**src/rtl/scb_pkg.sv**
```systemverilog
package scb_pkg;
    localparam int SCB_AW         = 32;
    localparam int SCB_DW         = 32;
    localparam int SCB_DEPTH      = 4;
    localparam int SCB_NLD        = 4;
    localparam int SCB_LINE_BYTES = 64;

    typedef enum logic [1:0] {
        HEAD_EMPTY = 2'd0,
        HEAD_HELD  = 2'd1,
        HEAD_OFFER = 2'd2
    } head_state_e;
endpackage

```
**src/rtl/scb_fifo.sv**
```systemverilog
module scb_fifo #(
    parameter int DEPTH = 4,
    parameter int W     = 64
) (
    input  logic         clk,
    input  logic         rst_n,
    input  logic         push,
    input  logic [W-1:0] push_data,
    input  logic         pop,
    output logic [W-1:0] head_data,
    output logic         full,
    output logic         empty
);
    localparam int PW = (DEPTH > 1) ? $clog2(DEPTH) : 1;
    localparam int CW = $clog2(DEPTH + 1);
    localparam logic [PW-1:0] LAST = PW'(DEPTH - 1);
    localparam logic [CW-1:0] FULLC = CW'(DEPTH);

    typedef struct packed {
        logic [PW-1:0] wp;
        logic [PW-1:0] rp;
        logic [CW-1:0] cnt;
    } ptr_t;

    ptr_t           st_d, st_q;
    logic [W-1:0]   mem_d [DEPTH];
    logic [W-1:0]   mem_q [DEPTH];

    always_comb begin
        st_d  = st_q;
        mem_d = mem_q;
        if (push) begin
            mem_d[st_q.wp] = push_data;
            st_d.wp = (st_q.wp == LAST) ? '0 : st_q.wp + 1'b1;
        end
        if (pop) begin
            st_d.rp = (st_q.rp == LAST) ? '0 : st_q.rp + 1'b1;
        end
        case ({push, pop})
            2'b10:   st_d.cnt = st_q.cnt + 1'b1;
            2'b01:   st_d.cnt = st_q.cnt - 1'b1;
            default: st_d.cnt = st_q.cnt;
        endcase
    end

    always_ff @(posedge clk) begin
        if (!rst_n) begin
            st_q <= '0;
        end else begin
            st_q <= st_d;
        end
        mem_q <= mem_d;
    end

    assign head_data = mem_q[st_q.rp];
    assign full      = (st_q.cnt == FULLC);
    assign empty     = (st_q.cnt == '0);
endmodule

```
**src/rtl/scb_overlap.sv**
```systemverilog
module scb_overlap #(
    parameter int NLD = 4,
    parameter int LW  = 26
) (
    input  logic [LW-1:0]     probe_line,
    input  logic [NLD-1:0]    ld_valid,
    input  logic [NLD*LW-1:0] ld_line,
    output logic              overlap
);
    logic [NLD-1:0] hit;

    for (genvar i = 0; i < NLD; i++) begin : g_probe
        assign hit[i] = ld_valid[i] && (ld_line[i*LW +: LW] == probe_line);
    end

    assign overlap = |hit;
endmodule

```
**src/rtl/scb_commit.sv**
```systemverilog
module scb_commit
    import scb_pkg::*;
#(
    parameter int AW         = SCB_AW,
    parameter int DW         = SCB_DW,
    parameter int DEPTH      = SCB_DEPTH,
    parameter int NLD        = SCB_NLD,
    parameter int LINE_BYTES = SCB_LINE_BYTES,
    localparam int OFFS      = $clog2(LINE_BYTES),
    localparam int LW        = AW - OFFS
) (
    input  logic              clk,
    input  logic              rst_n,
    input  logic              st_valid,
    input  logic [AW-1:0]     st_addr,
    input  logic [DW-1:0]     st_data,
    output logic              st_ready,
    input  logic [NLD-1:0]    ld_valid,
    input  logic [NLD*LW-1:0] ld_line,
    output logic              cm_valid,
    output logic [AW-1:0]     cm_addr,
    output logic [DW-1:0]     cm_data,
    input  logic              cm_ready
);
    localparam int EW = AW + DW;

    logic          full, empty, overlap, push, pop;
    logic [EW-1:0] head;
    head_state_e   head_st;

    assign push = st_valid && !full;
    assign pop  = cm_valid && cm_ready;

    scb_fifo #(.DEPTH(DEPTH), .W(EW)) u_fifo (
        .clk       (clk),
        .rst_n     (rst_n),
        .push      (push),
        .push_data ({st_addr, st_data}),
        .pop       (pop),
        .head_data (head),
        .full      (full),
        .empty     (empty)
    );

    assign cm_addr = head[EW-1:DW];
    assign cm_data = head[DW-1:0];

    scb_overlap #(.NLD(NLD), .LW(LW)) u_overlap (
        .probe_line (cm_addr[AW-1:OFFS]),
        .ld_valid   (ld_valid),
        .ld_line    (ld_line),
        .overlap    (overlap)
    );

    always_comb begin
        if (empty)        head_st = HEAD_EMPTY;
        else if (overlap) head_st = HEAD_HELD;
        else              head_st = HEAD_OFFER;
    end

    assign cm_valid = (head_st == HEAD_OFFER);
    assign st_ready = !full;
endmodule

```
**config.mk**
```make
export PLATFORM = sky130hd
export DESIGN_NAME = scb_commit
export DESIGN_NICKNAME = d
export VERILOG_FILES = /design/src/rtl/scb_pkg.sv /design/src/rtl/scb_fifo.sv /design/src/rtl/scb_overlap.sv /design/src/rtl/scb_commit.sv
export SDC_FILE = /design/constraint.sdc
export NUM_CORES = 1
export LEC_CHECK = 0
export BUFFER_PORTS_ARGS = -buffer_cell sky130_fd_sc_hd__buf_2
export CORE_UTILIZATION = 59
export DETAILED_ROUTE_END_ITERATION = 10
export GPL_ROUTABILITY_DRIVEN = 0
export GPL_TIMING_DRIVEN = 0
export PLACE_DENSITY = 0.85
export SETUP_SLACK_MARGIN = 0.05
export SLEW_MARGIN = 30
export SYNTH_ARGS = -nofsm -noshare
export SYNTH_HDL_FRONTEND = slang
export SYNTH_SLANG_ARGS = --single-unit
```
**constraint.sdc**
```tcl
create_clock -name clk -period 10.2 [get_ports clk]
set_input_delay 2.55 -clock clk [delete_from_list [all_inputs] [get_ports clk]]
set_output_delay 2.55 -clock clk [all_outputs]
set_load 0.005 [all_outputs]
```
Yosys cells after proc, flatten, opt, wreduce, memory -nomap -nowiden --
Cells that the tools add are included.
Word-level totals: register bits after elaboration 263, bits of input ports 176, output and inout port bits 66
Cells by class: $add $sub $neg 4, order comparisons 3, equal/unequal tests 10, mux-type cells 11, bitwise operators 2, reductions and logical operators 11
Operator list (count):
- 256-bit bitwise mux | 1
- 64-bit 2-to-1 mux | 3
- 64-bit binary-select mux with 2-bit select | 1
- 64-bit demux with 2-bit select | 1
- 26-bit equality test | 4
- 2-bit equality test, second input constant | 4
- 2-bit 2-to-1 mux | 4
- 1-bit logical AND | 7
- 3-bit greater-or-equal comparator, second input constant | 2
- 2-bit NOT with 3-bit output | 2
- 3-bit case mux with 2 select lines | 1
- 2-bit by 1-bit adder with 2-bit output, second input constant | 2
- 4-bit OR reduction | 1
- 3-bit by 1-bit adder with 3-bit output, second input constant | 1
- 3-bit equality test, second input constant | 1
- 3-bit zero test | 1
- 3-bit by 1-bit < comparator with 1-bit output, second input constant | 1
- 3-bit by 1-bit subtractor with 3-bit output, second input constant | 1
- 2-bit by 1-bit equality test with 1-bit output, second input constant | 1
- 2-bit nonzero test | 1
- 1-bit zero test | 1

Longest topological paths before layout --
Gate-level depths: netlist of run 1.
word-level depth 13, depth in mapped cells 17, gate-level depth less buffers 13

By module --
Synthesis of run 1 repeated with hierarchy kept, for this count alone.
Second synthesis, totals: cell total of the unflattened synthesis 528, area, all modules 10840.4 um2
By module, submodules not included:
- scb_fifo | instances 1, cells each 379, area an instance 9656.8 um2, seq. area each 7827.5 um2
- scb_overlap | instances 1, cells each 145, area an instance 1157.4 um2, seq. area each 0.0 um2
- scb_commit | instances 1, cells each 4, area an instance 26.3 um2, seq. area each 0.0 um2

Worst setup path after synthesis of run 1 --
OpenSTA, ideal clock, no wires.
path kind in2out, from input port ld_line[73], to output port cm_valid, arrival 3.729 ns, data required time 7.650 ns, path slack 3.921 ns, stages 7, buffers on the path 0, path through inv_1 > o21ai_0 > or4_1 > a221oi_1 > nand4_1 > o31ai_1 > nor2_1
Between the ends: cells in the longest elaborated chain, start to end 6
Ends and longest elaborated chain:
- from (decl) | line scb_commit.sv:19 | input logic [NLD*LW-1:0] ld_line,
- 26-bit equality test | line scb_overlap.sv:13 | assign hit[i] = ld_valid[i] && (ld_line[i*LW +: LW] == probe_line);
- 1-bit logical AND | line scb_overlap.sv:13
- 4-bit OR reduction | line scb_overlap.sv:16 | assign overlap = |hit;
- 2-bit 2-to-1 mux | line scb_commit.sv:57 | else if (overlap) head_st = HEAD_HELD;
- 2-bit 2-to-1 mux | line scb_commit.sv:56 | if (empty) head_st = HEAD_EMPTY;
- 2-bit equality test | line scb_commit.sv:61 | assign cm_valid = (head_st == HEAD_OFFER);
- to (decl) | line scb_commit.sv:20 | output logic cm_valid,
No other way between the ends.

Worst setup path in the final report of run 1 --
Ends and elaborated chain as after synthesis.

==> impl_results.md, run 1 <==
- Clock Latency Late Sink: around 0.52 ns
- Dpl cell area: ~13000 um2
- Flops & latches, synth: around 260
- CTS clock-pin slew for the worst setup and hold paths: 0.06 ns
- Non-Filler Instances: between 1k and 1.5k
- Layout Skew: 0.0135 ns
- Slowest stage cell, crit path: or4_1
- First-pass GRT wire length: 39.5 mm
- Final Critical Period: a little under 7 ns
- Unrepaired setup endpoints after global routing: no
- Post-synthesis area per instance: 18.5 um2
- Distinct cells, synth: 45
- Nets: between 1k and 1.5k
- Max-Slew Margin vs Limit: about half
- Vias in the first global route: between 7k and 8k
- CTS sink count: around 260
- I/O Pins: 242
- Dpl cells: between 1k and 1.5k
- Worst setup endpoint: cm_valid
- Slew Limit Fails: 0
- Sequential fraction of the synthesis area: between 60% and 70%
- Top Layer Used: met5
- Total Neg Setup Slack: 0 ns
- WL met3: 2.60 mm
- Detail Route Antenna Nets: 0
- Outcome: completed
- Global Route Usage Sum: a little over a quarter
- Critical Path Start: ld_line[73]
- Worst R2R Setup Slack: approximately 6 ns
- Top-area cell type share of the netlist area: roughly two thirds
- Actual slew at the worst max-slew pin: around 0.76 ns
- Crit Reg-Reg Startpoint: u_fifo.st_q[4]
- Pin count of the biggest net entering global routing: 35
- DP HPWL: 19.4 mm
- Dominant synthesized flop cell: edfxtp_1
- Via count: about 6.9k
- CP max stage delay: between 0.5 and 0.6 ns
- Initial Util: 61.0%
- Finished Cell Area: around 14000 um2
- Pwr dens: about 230 nW/um2
- Post-CTS Setup Repair Bufs: 0
- Area grow syn2layout: 21.6%
- H-tree depth: 1
- Post-CTS sizing: 0
- CTS hold repair buffers: 0
- EDFF count, synth: 256
- Max VDD drop: ~0.19 mV
- Root buffer cell: clkbuf_16
- Most common cell after layout, fill and taps aside: edfxtp_1
- Yosys top cell by area: edfxtp_1
- Top cell by count, worst path: buf_2
- Synth Net Count: 807
- Worst r2r path cells: 14
- Die footprint: ~20000 um2
- DRT Pass-1 Iters: 7
- Highest clock rate: roughly 150 MHz
- Cell count after synthesis: roughly 620
- Finish-stage setup viols: 0
- Clk buf depth: 3
- Kind of critical path: in2out
- Initial antenna violation count: 5
- Share of post-route cells with drive strength above 1: between 40% and 50%
- DIE WIDTH: 142 um
- Worst path cell trace: buf_2 > inv_1 > o21ai_0 > or4_1 > a221oi_1 > nand4_1 > o31ai_1 > nor2_1 > buf_2
- Core area: roughly 19000 um2
- PortBufs: between 200 and 250
- Cell area after synthesis: about 12000 um2
- Die height: 142 um
- Critical Path RT: ~7.7 ns
- Num CTS Buffers: 26
- Yosys Warn Count: 0
- Crit path DAT: 4.34 ns
- Worst r2r dst: u_fifo.st_q[2]
- Top cells by area, synth: edfxtp_1 66%, mux4_2 12%, xnor2_1 4.4%
- Number of DRC markers in iteration 0: a little under 500
- Asr flop ratio synth: 0%
- Post-Route M1 WL: 9.62 mm
- DR vias/cell: about 6
- DRC Markers: 0
- Crit share post-route: 67.6%
- Metal2 WL: about 14 mm
- Routed wire per std cell: approximately 23 um
- Gr ovfl total: 0
- Commonest cells after routing, fill and taps aside: 256 x edfxtp_1, 254 x buf_2, 63 x mux4_2
- Hold/Removal Path Class: reg2reg
- Leakage power: 4.95 nW
- CTS tree: yes
- Crit end category: primary output
- Fillers: between 1k and 1.5k
- Std-Cell Rows: 50
- Max cap viols: 0
- Crit path launch type: input pin
- Final hold vios: 0
- Detailed Route WL: about 27 mm
- CP max FO: 3
metrics by stage:
step                      utilization (%)  hold slack, ns  total power [W]  setup slack, ns
after floorplan                         -           0.477          0.00202             3.92
after CTS                            74.1           0.536          0.00332             3.35
final                                74.2           0.548          0.00330             3.31
after global placement               69.1           0.508          0.00236             3.38
after global routing                 74.1           0.570          0.00342             3.21
after detailed placement             69.7           0.524          0.00239             3.36
state kept, by name, indices dropped and copies added (netlist names):
register,flops
u_fifo.mem_q,256
u_fifo.st_q,7
synthesized netlist by cell type (2+ instances only):
library cell / n
clkbuf_1: 8
xor2_1: 44
o22ai_1: 4
nor3_1: 4
o2111ai_1: 4
a21oi_1: 6
buf_2: 13
a221oi_1: 3
nor4_1: 10
o31ai_1: 2
inv_1: 11
nand3_1: 5
a22oi_1: 3
xnor2_1: 58
nand2_1: 11
mux4_2: 63
buf_12: 2
buf_6: 4
o21ai_0: 7
and2_1: 3
a222oi_1: 3
mux2_2: 2
nand4_1: 18
mux2i_1: 37
nor2_1: 8
and3_1: 4
dfxtp_1: 7
ha_1: 6
nor2b_1: 3
edfxtp_1: 256
cell families (layout without fill, tap and decap cells):
logic type      count (synthesis)  count (layout)  synth area share (%)
buf+inv                        40             331                  2.08
mux                           103             103                  15.8
flops                         263             263                  67.7
compound gates                 39              39                  2.56
xor+xnor                      102             102                  7.73
other cells                     0               4                     0
fa+ha+maj                       7               7                 0.822
simple gates                   70              70                  3.32
worst min path at each step:
stage,to,cells after the start,from,slack [ns]
floorplan,u_fifo.st_q[2],2,u_fifo.st_q[2],0.48
global placement,u_fifo.st_q[2],2,u_fifo.st_q[2],0.51
detailed placement,u_fifo.st_q[2],2,u_fifo.st_q[2],0.52
CTS,u_fifo.st_q[2],2,u_fifo.st_q[2],0.54
global route,u_fifo.st_q[2],2,u_fifo.st_q[2],0.57
finish,u_fifo.st_q[2],2,u_fifo.st_q[2],0.55
power by group:
group / total, W / internal (W) / switching, W / leakage, nW
combinational: 0.00104 / 0.000491 / 0.000549 / 2.13
sequential: 0.00133 / 0.00129 / 0.0000330 / 2.41
clock: 0.000931 / 0.000557 / 0.000374 / 0.413
metal layers:
layer  vias up  track usage, %
met5         -               0
met4         2            13.0
met3        62            7.40
met2       372            48.1
met1      3402            31.1
li1       3069               -
critical path: cells and delay by family:
kind	cells	cell delay, ns
AO/OA/AOI/OAI	3	0.64
AND/OR/NAND/NOR	3	0.84
buffers and inverters	3	0.32
layout make-up:
class                      instances  area, um2  share of cell area, %
clock inverter                    13        140                  0.997
inverter                          11       41.3                  0.294
timing repair buffer             246       1310                   9.29
clock buffer                      32        694                   4.94
antenna                            4       10.0                 0.0712
multi-input combinational        321       3520                   25.0
sequential                       263       7830                   55.7
tap                              260        325                   2.31
buffer                            29        199                   1.41
(Power assumes the default switching activity.)
==> run 2: changes to the inputs <==
--- a/config.mk
+++ b/config.mk
@@ -5,12 +5,13 @@
 export SDC_FILE = /design/constraint.sdc
 export NUM_CORES = 1
 export LEC_CHECK = 0
+export ABC_AREA = 1
 export BUFFER_PORTS_ARGS = -buffer_cell sky130_fd_sc_hd__buf_2
-export CORE_UTILIZATION = 59
+export CORE_UTILIZATION = 51
 export DETAILED_ROUTE_END_ITERATION = 10
 export GPL_ROUTABILITY_DRIVEN = 0
 export GPL_TIMING_DRIVEN = 0
-export PLACE_DENSITY = 0.85
+export PLACE_DENSITY = 0.77
 export SETUP_SLACK_MARGIN = 0.05
 export SLEW_MARGIN = 30
 export SYNTH_ARGS = -nofsm -noshare
==> constraint.sdc (replaced) <==
create_clock -name clk -period 6 [get_ports clk]
set_input_delay 1.5 -clock clk [delete_from_list [all_inputs] [get_ports clk]]
set_output_delay 1.5 -clock clk [all_outputs]
set_load 0.005 [all_outputs]
==> run 2 against run 1 <==
  * Count of clock-buffer cells in the layout grew 6
  * Clock skew shrank 0.0044 ns
  * Power grew 110%
  * Cell area grew 11%
  * Non-clock buffer count grew 20
  * Final cell count grew 71%
  * Worst setup slack lost 2.1 ns
  * Flip-flop and latch count is the same
  * Core utilization shrank 10 points
  * Register-to-register slack lost 3.9 ns
  * Wire length grew 41%
  * Highest routed layer unchanged
==> impl_results.md, run 2 <==
- Outcome: completed
- Post-synthesis mux area share: 0%
- Sequential fraction of the synthesis area: 60.8%
- Distinct cells, synth: 30
- Worst path cell trace: clkbuf_1 > nand3_1 > nand2_1 > nand2_1 > nand2_1 > nand2_1 > nor2_1 > nand3_1 > nor2_1 > nor2_1 > nand3_1 > inv_1 > buf_2
- DIE WIDTH: 161 um
- Initial antenna violation count: 6
- Routed wire per std cell: 19.1 um
- First-pass GRT wire length: 57.9 mm
- Highest clock rate: between 200 and 250 MHz
- Synth cell count leaders: 439 x nand2_1, 256 x edfxtp_1, 189 x nor2_1, 116 x nand3_1, 104 x inv_1
- Layout Skew: between 0.009 and 0.01 ns
- Most common cell after layout, fill and taps aside: nand2_1
- DP Worst Slack: roughly 1.7 ns
- Clock Latency Late Sink: between 0.5 and 0.6 ns
- Non-Filler Instances: 2017
- Asr flop ratio synth: 0%
- Simple-Gate Fraction of Synth Area: about 28%
- XOR/XNOR Fraction of Synth Area: less than 1%
- Post-CTS Setup Repair Bufs: 0
- Critical Path RT: roughly 4.5 ns
- Dominant synthesized flop cell: edfxtp_1
- Detailed Route WL: 38.6 mm
- Finish-stage setup viols: 0
- Top-area cell type share of the netlist area: approximately 60%
- DRT Pass-1 Iters: 6
- Post-synthesis area per instance: just over 9 um2
- Max cap viols: 0
- Slew Limit Fails: 0
- Crit end category: primary output
- Flops & latches, synth: roughly 260
- Root buffer cell: clkbuf_16
- Clk buf depth: 3
- Kind of critical path: reg2out
- Std-Cell Rows: 57
- CP max FO: 10
- Crit share post-route: 79.5%
- Max VDD drop: 0.365 mV
- Final setup margin: roughly 1.2 ns
- H-tree depth: 1
- Num CTS Buffers: 26
- Cell count after synthesis: around 1.4k
- Most flop-heavy register: u_fifo.mem_q
- Pin count of the biggest net entering global routing: 22
- Multi-input combinational cell area: 4460 um2
- Fraction of the mapped netlist area in adder cells: less than 1%
- Finished Cell Area: about 16000 um2
- Synth Area in Compound Gates: under 10%
- Most frequent cell after synthesis: nand2_1
- CTS hold repair buffers: 0
- Yosys Warn Count: 0
- Top cell by count, worst path: nand2_1
- Reg area: between 7000 and 8000 um2
- Pwr dens: roughly 440 nW/um2
- Global Route Usage Sum: between 20% and 30%
- Final Critical Period: ~4.8 ns
- Die footprint: 25900 um2
- Hold/Removal Path Class: reg2reg
- Die height: between 150 and 200 um
- Max-Slew Margin vs Limit: between 50% and 60%
- Yosys top cell by area: edfxtp_1
- Core area: about 25000 um2
- Post-CTS sizing: 0
- EDFF count, synth: 256
- DR vias/cell: approximately 5.6
- CTS sink count: ~260
- Hold Slack: between 0.5 and 0.6 ns
- Gr ovfl total: 0
- Area grow syn2layout: 21.6%
- Largest family of logic cells by synthesized area: simple AND/OR/NAND/NOR gates
- Dpl cells: ~2.0k
- Vias in the first global route: 10.5k
- DP HPWL: between 20 and 30 mm
- Top cells by area, synth: edfxtp_1 60%, nand2_1 13%, nor2_1 5.5%
- Share of post-route cells with drive strength above 1: about a fifth
- Commonest cells after routing, fill and taps aside: 439 x nand2_1, 256 x edfxtp_1, 250 x buf_2
- CTS clock-pin slew for the worst setup and hold paths: around 0.060 ns
- Dpl cell area: around 15000 um2
- Cell area after synthesis: ~13000 um2
- Synth Net Count: around 1.6k
- CP max stage delay: 0.54 ns
- PortBufs: roughly 240
- Core Util, Final: about 64%
- Nets: 1856
- Detail Route Antenna Nets: 0
- CTS tree: yes
- I/O Pins: approximately 240
- Number of DRC markers in iteration 0: 1133
- Largest regs: u_fifo.mem_q x256, u_fifo.st_q x7
- Final hold vios: 0
- Crit path launch type: flip-flop
- Actual slew at the worst max-slew pin: ~0.67 ns
- Unrepaired setup endpoints after global routing: no
- Slowest stage cell, crit path: clkbuf_1
- Fillers: a little over 2k
- Crit path DAT: 3.27 ns
- CP Buf/Inv Count: 3
- Initial Util: between 50% and 60%
- Number of flip-flops under the largest register name: ~260
- Via count: 11.2k
- Leakage power: 6.75 nW
- DRC Markers: 0
- CP delay by family, top: simple AND/OR/NAND/NOR gates
## run 2: cell count changes after synthesis, sizes merged, moves of 42 or more
cell / previous run / this run
nand2: 11 / 447
nor2: 8 / 191
nand3: 5 / 123
inv: 11 / 106
o21ai: 7 / 96
mux4: 63 / 0
xnor2: 58 / 0
nand3b: 0 / 42
## run 2: worst paths after layout
| check | from | endpoint | slack [ns] | cells after the start |
|---|---|---|---|---|
| hold / removal | u_fifo.st_q[2] | u_fifo.st_q[2] | 0.52 | 2 |
| hold reg to reg | u_fifo.st_q[2] | u_fifo.st_q[2] | 0.52 | 2 |
| setup reg to reg | u_fifo.st_q[4] | u_fifo.st_q[2] | 2.19 | 20 |
| setup / recovery | u_fifo.st_q[4] | cm_valid | 1.23 | 13 |
## run 2: tightest hold or removal path, delay by kind of cell (launching register included)
kind	cells	cell delay, ns
DFF	1	0.33
buffers and inverters	1	0.08
AOI/OAI and AO/OA	1	0.06
## run 2: logic make-up (layout without fill, tap and decap cells)
| family | Yosys count | after routing |
|---|---|---|
| fa+ha+maj | 7 | 7 |
| compound gates | 142 | 142 |
| other cells | 0 | 3 |
| xor+xnor | 4 | 4 |
| buf+inv | 148 | 446 |
| flops | 263 | 263 |
| simple gates | 828 | 828 |
## run 2: final cells by class
cell class / instances / area share [%]
clock buffers: 38 / 4.91
flip-flops and latches: 263 / 50.0
plain buffers: 42 / 1.37
clock inverters: 7 / 0.216
repair buffers: 253 / 9.82
inverters: 106 / 2.54
multi-input cells: 981 / 28.5
well taps: 324 / 2.59
diodes: 3 / 0.0480
## run 2: layer usage
metal | track usage (%) | vias to the layer above | share of wire, %
met5 | 0 | - | 0.088
met4 | 13.9 | 6 | 4.5
met3 | 5.97 | 109 | 10
met2 | 50.8 | 644 | 48
met1 | 36.1 | 5161 | 37
li1 | - | 5293 | -
## run 2: where the power goes
part	internal (W)	leakage (nW)	switching [W]
registers	0.00221	2.41	0.0000482
logic	0.000976	3.95	0.00213
clock network	0.000881	0.394	0.000624
## run 2: stage by stage
| stage | power, W | TNS (ns) |
|---|---|---|
| after CTS | 0.00683 | 0 |
| after global routing | 0.00726 | 0 |
| after detailed placement | 0.00533 | 0 |
| after floorplan | 0.00412 | 0 |
| final | 0.00687 | 0 |
| after global placement | 0.00522 | -264.73 |
==> run 3: changes to the inputs <==
--- a/config.mk
+++ b/config.mk
@@ -5,13 +5,13 @@
 export SDC_FILE = /design/constraint.sdc
 export NUM_CORES = 1
 export LEC_CHECK = 0
-export ABC_AREA = 1
+export ABC_AREA = 0
 export BUFFER_PORTS_ARGS = -buffer_cell sky130_fd_sc_hd__buf_2
-export CORE_UTILIZATION = 51
+export CORE_UTILIZATION = 55
 export DETAILED_ROUTE_END_ITERATION = 10
 export GPL_ROUTABILITY_DRIVEN = 0
 export GPL_TIMING_DRIVEN = 0
-export PLACE_DENSITY = 0.77
+export PLACE_DENSITY = 0.8
 export SETUP_SLACK_MARGIN = 0.05
 export SLEW_MARGIN = 30
 export SYNTH_ARGS = -nofsm -noshare
==> constraint.sdc (replaced) <==
create_clock -name clk -period 4.85 [get_ports clk]
set_input_delay 1.2125 -clock clk [delete_from_list [all_inputs] [get_ports clk]]
set_output_delay 1.2125 -clock clk [all_outputs]
set_load 0.005 [all_outputs]
==> run 3 against run 2 <==
  * Sequential share of layout area grew 5.5 points
  * Cell area shrank 10%
  * Core utilization grew 5.2 points
  * Final cell count shrank 41%
  * Sequential power grew 23%
  * Wire length shrank 30%
  * Critical path type unchanged
  * Highest routed layer is now met4
==> impl_results.md, run 3 (same netlist as run 1, synthesis figures left out) <==
- Outcome: completed
- Finish-stage setup viols: 0
- DP HPWL: roughly 19 mm
- Largest regs: u_fifo.mem_q x256, u_fifo.st_q x7
- Unrepaired setup endpoints after global routing: no
- Max VDD drop: approximately 0.4 mV
- Slowest stage cell, crit path: o311ai_2
- Number of DRC markers in iteration 0: 360
- Metal2 WL: 13.9 mm
- Routed wire per std cell: 22.8 um
- Pin count of the biggest net entering global routing: 38
- Top Layer Used: met4
- Max-Slew Margin vs Limit: 48.8%
- Max cap viols: 0
- Nets: 1080
- Layout Skew: between 0.006 and 0.007 ns
- DIE WIDTH: 147 um
- Gr ovfl total: 0
- Hold/Removal Path Class: reg2reg
- H-tree depth: 1
- DRT Pass-1 Iters: 5
- Crit path launch type: flip-flop
- PortBufs: between 200 and 250
- Critical Path RT: between 3 and 4 ns
- Num CTS Buffers: 26
- Detail Route Antenna Nets: 0
- Global Route Usage Sum: between 20 and 30%
- Initial Util: around 57%
- Kind of critical path: reg2out
- Post-Route M1 WL: ~9.6 mm
- CP max FO: 10
- Vias in the first global route: ~7.0k
- Crit end category: primary output
- Hold Slack: ~0.52 ns
- Clk buf depth: 3
- CTS tree: yes
- DR vias/cell: approximately 5.7
- Most flop-heavy register: u_fifo.mem_q
- First-pass GRT wire length: 40.6 mm
- Detailed Route WL: 27.1 mm
- Area grow syn2layout: 21.8%
- Post-CTS sizing: 2
- Final Critical Period: 4.56 ns
- Worst path cell trace: buf_6 > buf_8 > mux2i_2 > mux2i_1 > xor2_1 > nor4_1 > nand3_1 > o311ai_2 > nor2_1 > buf_2
- Final hold vios: 0
- Total Neg Setup Slack: 0 ns
- Core area: about 20000 um2
- Clock Latency Late Sink: ~0.52 ns
- Post-CTS Setup Repair Bufs: 0
- Actual slew at the worst max-slew pin: about 0.77 ns
- CTS hold repair buffers: 0
- DRC Markers: 0
- Via count: just under 7k
- Initial antenna violation count: 4
- Slew Limit Fails: 0
- Commonest cells after routing, fill and taps aside: 256 x edfxtp_1, 253 x buf_2, 63 x mux4_2
- Crit path DAT: roughly 3.3 ns
- Most common cell after layout, fill and taps aside: edfxtp_1
- Std-Cell Rows: between 50 and 60
- CTS clock-pin slew for the worst setup and hold paths: ~0.06 ns
- Die footprint: about 22000 um2
- Highest clock rate: approximately 220 MHz
- Number of flip-flops under the largest register name: 256
- Root buffer cell: clkbuf_16
- WL met3: about 2.7 mm
- Share of post-route cells with drive strength above 1: approximately two fifths
- CTS sink count: about 260
- Leakage power: roughly 5.0 nW
- Die height: about 150 um
- CP max stage delay: ~0.47 ns
- Pwr dens: 494 nW/um2
- Crit share post-route: approximately 94%
- I/O Pins: ~240
run 3: changes by cell type in the layout (fill, tap and decap cells not counted), sizes merged, moves of 10 or more:
cell | before | now
nor2 | 191 | 8
mux2i | 0 | 37
xor2 | 4 | 44
clkbuf | 64 | 42
xnor2 | 0 | 58
o21ai | 96 | 7
o22ai | 38 | 4
nor4 | 0 | 10
nand2 | 447 | 11
nand3b | 42 | 0
nand3 | 123 | 5
mux4 | 0 | 63
inv | 107 | 12
run 3: layout make-up:
type / count / area, um2
sequential: 263 / 7830
fill: 1345 / 6340
multi-input combinational: 321 / 3520
timing repair buffer: 245 / 1290
clock buffer: 33 / 718
tap: 270 / 338
buffer: 29 / 205
clock inverter: 10 / 133
inverter: 11 / 41.3
antenna: 4 / 10.0
run 3: per-stage QoR:
step / cells / area [um2] / util, % / setup slack (ns) / total power, W
floorplan: 624 / 11600 / - / 1.25 / 0.00425
global placement: 1135 / 13100 / 64.2 / 0.210 / 0.00499
detailed placement: 1139 / 13200 / 64.7 / 0.218 / 0.00502
CTS: 1182 / 14100 / 68.9 / 0.0588 / 0.00701
global route: 1184 / 14100 / 68.9 / 0.0545 / 0.00725
finish: 1186 / 14100 / 69.0 / 0.294 / 0.00695
run 3: path summary, 6_finish.rpt:
kind,depth (start not counted),from,slack [ns],to
worst min-delay path,2,u_fifo.st_q[2],0.52,u_fifo.st_q[2]
worst max-delay path,10,u_fifo.st_q[3],0.29,cm_valid
worst min register to register,2,u_fifo.st_q[2],0.52,u_fifo.st_q[2]
worst max register to register,15,u_fifo.st_q[3],0.93,u_fifo.st_q[2]
run 3: worst max-delay path, delay by kind of cell, from the launching register on:
kind / cells / cell delay, ns
AO/OA/AOI/OAI: 1 / 0.47
XOR/XNOR: 1 / 0.21
buffers and inverters: 3 / 0.60
flip-flops: 1 / 0.39
multiplexers: 2 / 0.68
AND/OR/NAND/NOR: 3 / 0.49
run 3: routing by layer:
layer | up-vias | GRT usage [%]
met4 | 0 | 9.18
met5 | - | 0
li1 | 3059 | -
met3 | 59 | 6.46
met1 | 3320 | 30.7
met2 | 370 | 44.9
run 3: report_power, final:
group          switching (W)  total [W]  internal, W
registers          0.0000631    0.00278      0.00272
logic                0.00115    0.00219      0.00103
clock network       0.000787    0.00199      0.00120
